## config.mk

```make
export PLATFORM = sky130hd
export DESIGN_NAME = inv_fault_supervisor
export DESIGN_NICKNAME = d
export VERILOG_FILES = /design/src/rtl/ifs_pkg.sv /design/src/rtl/ifs_sync.sv /design/src/rtl/ifs_hold_timer.sv /design/src/rtl/ifs_phase_gate.sv /design/src/rtl/inv_fault_supervisor.sv
export SDC_FILE = /design/constraint.sdc
export NUM_CORES = 1
export LEC_CHECK = 0
export ABC_AREA = 1
export ABC_CLOCK_PERIOD_IN_PS = 2200
export BUFFER_PORTS_ARGS = -buffer_cell sky130_fd_sc_hd__buf_2
export CORE_UTILIZATION = 58
export CTS_CLUSTER_DIAMETER = 40
export DETAILED_ROUTE_END_ITERATION = 8
export GPL_ROUTABILITY_DRIVEN = 0
export MAX_ROUTING_LAYER = met4
export PLACE_DENSITY = 0.78
export REMOVE_ABC_BUFFERS = 1
export SYNTH_ARGS = -nofsm -noshare
export SYNTH_HDL_FRONTEND = slang
export SYNTH_SLANG_ARGS = --single-unit
export TNS_END_PERCENT = 5
```

## constraint.sdc

```tcl
create_clock -name clk -period 2.2 [get_ports clk]
set_input_delay 0.33 -clock clk [delete_from_list [all_inputs] [get_ports clk]]
set_output_delay 0.33 -clock clk [all_outputs]
set_load 0.01 [all_outputs]
```

## src/rtl/ifs_pkg.sv

```systemverilog
// Shared types for the half-bridge protection supervisor.
// Assumes: nothing beyond IEEE 1800-2017 packed types.
package ifs_pkg;

    // Hold-off sequencer states.
    typedef enum logic [1:0] {
        HOLD_IDLE  = 2'd0,
        HOLD_COUNT = 2'd1,
        HOLD_WAIT  = 2'd2
    } hold_state_e;

    // Sticky trip cause record; bit order is visible at the top ports.
    typedef struct packed {
        logic ext_dis;
        logic uv_low;
        logic over_cur;
    } cause_t;

endpackage

```

## src/rtl/ifs_sync.sv

```systemverilog
// Multi-stage synchronizer for a bus of independent asynchronous levels.
// Assumes: each bit is a slow level (no multi-bit coherency needed);
// RST_VAL gives the safe idle value of each bit.
module ifs_sync #(
    parameter int             W       = 1,
    parameter int             STAGES  = 2,
    parameter logic [W-1:0]   RST_VAL = '0
) (
    input  logic         clk,
    input  logic         rst_n,
    input  logic [W-1:0] d_async,
    output logic [W-1:0] q_sync
);

    logic [W-1:0] stg [STAGES];

    // Shift the asynchronous levels through the flop chain.
    always_ff @(posedge clk) begin
        if (!rst_n) begin
            for (int i = 0; i < STAGES; i++) stg[i] <= RST_VAL;
        end else begin
            stg[0] <= d_async;
            for (int i = 1; i < STAGES; i++) stg[i] <= stg[i-1];
        end
    end

    assign q_sync = stg[STAGES-1];

endmodule

```

## src/rtl/ifs_hold_timer.sv

```systemverilog
// Fault hold-off sequencer: enters hold when a latching source is busy,
// keeps the fault active for HOLD_CYCLES cycles from entry, then waits
// for all latching sources to clear before releasing.
// Assumes: src_busy is already synchronized.
module ifs_hold_timer
    import ifs_pkg::*;
#(
    parameter int HOLD_CYCLES = 500000
) (
    input  logic clk,
    input  logic rst_n,
    input  logic src_busy,
    output logic hold_active
);

    localparam int               CNT_W = $clog2(HOLD_CYCLES + 1);
    localparam logic [CNT_W-1:0] LOAD  = CNT_W'(HOLD_CYCLES - 1);

    hold_state_e       state;
    logic [CNT_W-1:0]  cnt;

    // Advance the hold-off state and its down-counter.
    always_ff @(posedge clk) begin
        if (!rst_n) begin
            state <= HOLD_IDLE;
            cnt   <= '0;
        end else begin
            case (state)
                HOLD_IDLE: begin
                    if (src_busy) begin
                        state <= HOLD_COUNT;
                        cnt   <= LOAD;
                    end
                end
                HOLD_COUNT: begin
                    if (cnt != '0)     cnt   <= cnt - 1'b1;
                    else if (src_busy) state <= HOLD_WAIT;
                    else               state <= HOLD_IDLE;
                end
                HOLD_WAIT: begin
                    if (!src_busy) state <= HOLD_IDLE;
                end
                default: state <= HOLD_IDLE;
            endcase
        end
    end

    assign hold_active = (state != HOLD_IDLE);

endmodule

```

## src/rtl/ifs_phase_gate.sv

```systemverilog
// One phase leg: blocks shoot-through, blanks both gates while blk is
// high, and re-arms each side only on a fresh rising command edge.
// Assumes: cmd_* are synchronous to clk; blk is synchronous.
module ifs_phase_gate (
    input  logic clk,
    input  logic rst_n,
    input  logic cmd_h,
    input  logic cmd_l,
    input  logic blk,
    output logic en_h,
    output logic en_l
);

    logic cmd_h_q, cmd_l_q;
    logic arm_h, arm_l;
    logic rise_h, rise_l;

    assign rise_h = cmd_h & ~cmd_h_q;
    assign rise_l = cmd_l & ~cmd_l_q;

    // Remember previous command levels for edge detection.
    always_ff @(posedge clk) begin
        if (!rst_n) begin
            cmd_h_q <= 1'b0;
            cmd_l_q <= 1'b0;
        end else begin
            cmd_h_q <= cmd_h;
            cmd_l_q <= cmd_l;
        end
    end

    // Arm on a rising command, disarm whenever the phase is blanked.
    always_ff @(posedge clk) begin
        if (!rst_n) begin
            arm_h <= 1'b0;
            arm_l <= 1'b0;
        end else if (blk) begin
            arm_h <= 1'b0;
            arm_l <= 1'b0;
        end else begin
            arm_h <= (arm_h | rise_h) & cmd_h;
            arm_l <= (arm_l | rise_l) & cmd_l;
        end
    end

    // Register the gated enables with shoot-through interlock.
    always_ff @(posedge clk) begin
        if (!rst_n) begin
            en_h <= 1'b0;
            en_l <= 1'b0;
        end else begin
            en_h <= ~blk & cmd_h & ~cmd_l & (arm_h | rise_h);
            en_l <= ~blk & cmd_l & ~cmd_h & (arm_l | rise_l);
        end
    end

endmodule

```

## src/rtl/inv_fault_supervisor.sv

```systemverilog
// Protection supervisor for a three-phase half-bridge driver.
// Synchronizes fault flags, latches overcurrent / low-side undervoltage
// into a timed hold-off that pulls the shared fault line, blanks phases
// on high-side undervoltage or external disable, and records trip causes.
// Assumes: commands are synchronous to clk; the fault line is wired-AND
// outside this block and fault_in_n is its sensed level.
module inv_fault_supervisor
    import ifs_pkg::*;
#(
    parameter int NPH         = 3,
    parameter int HOLD_CYCLES = 500000,
    parameter int SYNC_STAGES = 2
) (
    input  logic           clk,
    input  logic           rst_n,
    input  logic           oc_flag_a,
    input  logic           uv_low_a,
    input  logic [NPH-1:0] uv_high_a,
    input  logic           fault_in_n,
    input  logic [NPH-1:0] cmd_hi,
    input  logic [NPH-1:0] cmd_lo,
    input  logic           stat_clr,
    output logic [NPH-1:0] gate_hi,
    output logic [NPH-1:0] gate_lo,
    output logic           fault_drive_n,
    output logic [2:0]     cause_status
);

    localparam int            SW       = NPH + 3;
    localparam logic [SW-1:0] SYNC_RST = SW'(1) << (SW - 1);

    logic [SW-1:0]  raw_bus, syn_bus;
    logic           oc_s, uvl_s, ext_s;
    logic [NPH-1:0] uvh_s;
    logic           src_busy, hold_active, blk_all;
    cause_t         cause_q, cause_now;

    assign raw_bus = {fault_in_n, uv_high_a, uv_low_a, oc_flag_a};

    ifs_sync #(
        .W       (SW),
        .STAGES  (SYNC_STAGES),
        .RST_VAL (SYNC_RST)
    ) u_sync (
        .clk     (clk),
        .rst_n   (rst_n),
        .d_async (raw_bus),
        .q_sync  (syn_bus)
    );

    assign oc_s  = syn_bus[0];
    assign uvl_s = syn_bus[1];
    assign uvh_s = syn_bus[NPH+1:2];
    assign ext_s = ~syn_bus[SW-1];

    assign src_busy = oc_s | uvl_s;

    ifs_hold_timer #(
        .HOLD_CYCLES (HOLD_CYCLES)
    ) u_hold (
        .clk         (clk),
        .rst_n       (rst_n),
        .src_busy    (src_busy),
        .hold_active (hold_active)
    );

    assign blk_all       = src_busy | hold_active | ext_s;
    assign fault_drive_n = ~hold_active;

    for (genvar p = 0; p < NPH; p++) begin : g_phase
        ifs_phase_gate u_leg (
            .clk   (clk),
            .rst_n (rst_n),
            .cmd_h (cmd_hi[p]),
            .cmd_l (cmd_lo[p]),
            .blk   (blk_all | uvh_s[p]),
            .en_h  (gate_hi[p]),
            .en_l  (gate_lo[p])
        );
    end

    assign cause_now = '{ext_dis: ext_s, uv_low: uvl_s, over_cur: oc_s};

    // Sticky cause record: sources set bits, the strobe clears them.
    always_ff @(posedge clk) begin
        if (!rst_n) cause_q <= '0;
        else        cause_q <= (stat_clr ? cause_t'('0) : cause_q) | cause_now;
    end

    assign cause_status = cause_q;

endmodule

```

==> flow_summary_export.csv <==
group,metric,value,unit
outcome,status,"completed",
clocking,numCtsBuffers,5,
drt,post_drt_wl_per_cell,10.7,µm
place,dp.cells,397,
critical_path,startpoint_type,"register",
timing,layout_setup_ws,0.436,ns
die,die-area,4610,µm²
critical_path,cp-end-kind,"register",
power,p_per_area,837,nW/µm²
clocking,clock-sinks,54,
cells_and_area,diodes,0,
synthesis,synthDistinctLibCells,32,
cells_and_area,syn2layout_area_growth,7.70,%
drt,drt_wl_total,4330,µm
global_routing,antenna_found_initial,0,
die,die_x,67.9,µm
timing,maxSlewHeadroom,71.4,%
place,portBuffers,24,
synthesis,synth_seq_cells,54,
critical_path,arrival,1.97,ns
critical_path,required,2.41,ns
synthesis,netlist_area,2520,µm²
cells_and_area,final_cells,404,
worst_hold_path,min_path_type,"input port to register",
cells_and_area,fill_cells,369,
die,die_h,67.9,µm
clocking,postCtsSetupBuffers,0,
timing,setup_viol,0,
timing,period_share,80.2,%
cells_and_area,drive_gt1_share,21.2,%
flow_run,cap_violations,0,
synthesis,ys_seq_area_share,42.9,%
global_routing,grt-ovfl-total,0,
drt,via_per_inst,4.94,
die,rows,23,
synthesis,synth_top_flop_cell,"dfxtp_1",
synthesis,yosysWarnings,0,
timing,clock.fmax,567,MHz
drt,drc_errors,0,
synthesis,synth_cells,333,
place,dp_slack,0.439,ns
drt,via_count,1995,
place,dp_hpwl,3330,µm
timing,worst-slew-pin-transition,0.429,ns
timing,rsz0062_at_grt,"false",
critical_path,crit_family,"simple AND/OR/NAND/NOR gates",
synthesis,synth-edff-count,0,
global_routing,grt.total_usage,22.3,%
global_routing,grt_pass1_vias,1757,
die,io_pins,25,
critical_path,max_stage_delay,0.35,ns
clocking,clk_pin_slew,0.09,ns
drt,drt_first_iter_violations,120,
clocking,clockBufferDepth,2,
synthesis,postSynthAreaPerCell,7.56,µm²
synthesis,yosysTopAreaCell,"dfxtp_1",
synthesis,async_flop_share,0,%
drt,ant_nets,0,
clocking,clock_latency,0.31,ns
timing,final.setup.tns,0,ns
synthesis,synth_top_area_share,42.9,%
synthesis,synth_common_cells,"nand2_1 (68), dfxtp_1 (54), inv_1 (53)",
clocking,htreeDepth,2,
clocking,hold_buffers,0,
synthesis,synthMostInstantiatedCell,"nand2_1",
critical_path,slowest_stage,"dfxtp_1",
cells_and_area,final_nets,370,
critical_path,path_buf_inv,1,
critical_path,worstSetupPathType,"register to register",
clocking,cts_tree,"built",
clocking,root_buffer,"clkbuf_8",
timing,fin_crit,1.76,ns
timing,slew_violations,0,
global_routing,grt_pass1_wl,7490,µm
die,initial_core_util,61.6,%
timing,hold_violations,0,
power,p_leak,1.33,nW
critical_path,critical_path.most_common_cell,"nand2_1",
power,ir_worst_vdd,0.632,mV
critical_path,cp_max_fo,18,
global_routing,grt_max_degree,19,
clocking,cts-resized-gates,0,
timing,skew,0.0122,ns
drt,first_pass_iters,4,
die,core,4090,µm²
synthesis,synth.area.top_cells,"dfxtp_1 (43%), nand2_1 (10%), inv_1 (7.9%), nand3_1 (5.6%), nor2_1 (5.5%)",
critical_path,path_cells,"inv_2 -> ha_1 -> nand2_4 -> nor2_8 -> nand3_4 -> nand2_8 -> nand2_8 -> nand2_1 -> nand2_1 -> nand2_1 -> nor2_1",
[cell usage in the layout (no fill, tap or decap)]
| cell | netlist | layout |
|---|---|---|
| inv_6 | 0 | 1 |
| nand3_1 | 28 | 28 |
| clkinv_2 | 0 | 1 |
| o21a_1 | 1 | 1 |
| inv_2 | 1 | 1 |
| nand2_8 | 2 | 2 |
| o21ai_0 | 2 | 2 |
| xnor2_1 | 1 | 1 |
| ha_1 | 1 | 1 |
| clkbuf_8 | 0 | 5 |
| buf_2 | 2 | 24 |
| nand3_2 | 7 | 7 |
| nor2_2 | 4 | 4 |
| nand2_1 | 68 | 68 |
| nor2_1 | 37 | 37 |
| inv_1 | 53 | 53 |
| nor2_4 | 3 | 3 |
| dfxtp_1 | 54 | 54 |
| nand2_2 | 6 | 6 |
| nand2_4 | 1 | 1 |
| a21oi_1 | 12 | 12 |
| buf_4 | 6 | 4 |
| a31oi_1 | 1 | 1 |
| nor2_8 | 1 | 1 |
| nor3_1 | 9 | 9 |
| nand3b_1 | 3 | 3 |
| nand3_4 | 1 | 1 |
| or2_2 | 5 | 5 |
| nand4_1 | 3 | 3 |
| nand3b_2 | 2 | 2 |
| nor4_1 | 6 | 6 |
| a21oi_2 | 7 | 7 |
[cells by family (layout without fill, tap and decap cells)]
group	count (synthesis)	after routing	synth area share [%]
compound gates	23	23	5.76
xor+xnor	1	1	0.348
fa+ha+maj	1	1	0.497
buf+inv	68	89	12.1
flops	54	54	42.9
simple gates	186	186	38.4
[report_power, final]
part,internal [mW],switching [mW]
registers,1.05,0.0576
clock network,0.221,0.315
logic,0.234,0.398
total,1.50,0.771
[layer usage]
metal / global-route usage [%] / up-vias / share of wire, %
li1: - / 1075 / -
met1: 28.3 / 885 / 50
met2: 36.0 / 28 / 46
met3: 5.67 / 7 / 3.1
met4: 4.43 / 0 / 1.1
met5: - / - / 0
[cell type report]
| class | count | area, µm² | area share, % |
|---|---|---|---|
| repair buffers | 28 | 150 | 5.54 |
| inverters | 54 | 203 | 7.47 |
| well taps | 50 | 62.6 | 2.31 |
| flip-flops and latches | 54 | 1080 | 39.9 |
| clock inverters | 2 | 13.8 | 0.507 |
| clock buffers | 5 | 68.8 | 2.54 |
| multi-input cells | 211 | 1130 | 41.8 |
[worst min-delay path: stages]
cell and delay [ns]:
buf_2 0.07, nand2_1 0.04, inv_1 0.04
[final timing paths]
check / start / end / slack, ns / depth (start not counted)
worst min-delay path: oc_flag_a / u_sync.stg[0][0] / 0.21 / 3
worst min register to register: u_sync.stg[0][4] / u_sync.stg[0][10] / 0.42 / 2
worst max register to register: u_hold.cnt[0] / u_hold.cnt[6] / 0.44 / 11
worst max-delay path: u_hold.cnt[0] / u_hold.cnt[6] / 0.44 / 11
[state kept, by name, summed over array words and instances, names as in the netlist]
| name | cells |
|---|---|
| g_phase.u_leg.arm_h | 3 |
| g_phase.u_leg.cmd_h_q | 3 |
| u_hold.cnt | 19 |
| u_sync.stg | 12 |
| cause_status | 3 |
| g_phase.u_leg.arm_l | 3 |
| g_phase.u_leg.en_l | 3 |
| u_hold.state | 2 |
| g_phase.u_leg.en_h | 3 |
| g_phase.u_leg.cmd_l_q | 3 |
[per-stage QoR]
| step | utilization, % | total power [mW] | cell area [µm²] | hold slack [ns] |
|---|---|---|---|---|
| 4_1_cts | 66.4 | 2.29 | 2710 | 0.196 |
| 2_1_floorplan | - | 1.62 | 2420 | 0.390 |
| 3_5_place_dp | 64.4 | 1.76 | 2630 | 0.398 |
| 5_1_grt | 66.4 | 2.41 | 2710 | 0.197 |
| 3_3_place_gp | 64.4 | 1.75 | 2630 | 0.392 |
| 6_report | 66.4 | 2.27 | 2710 | 0.206 |
(Power assumes the default switching activity.)
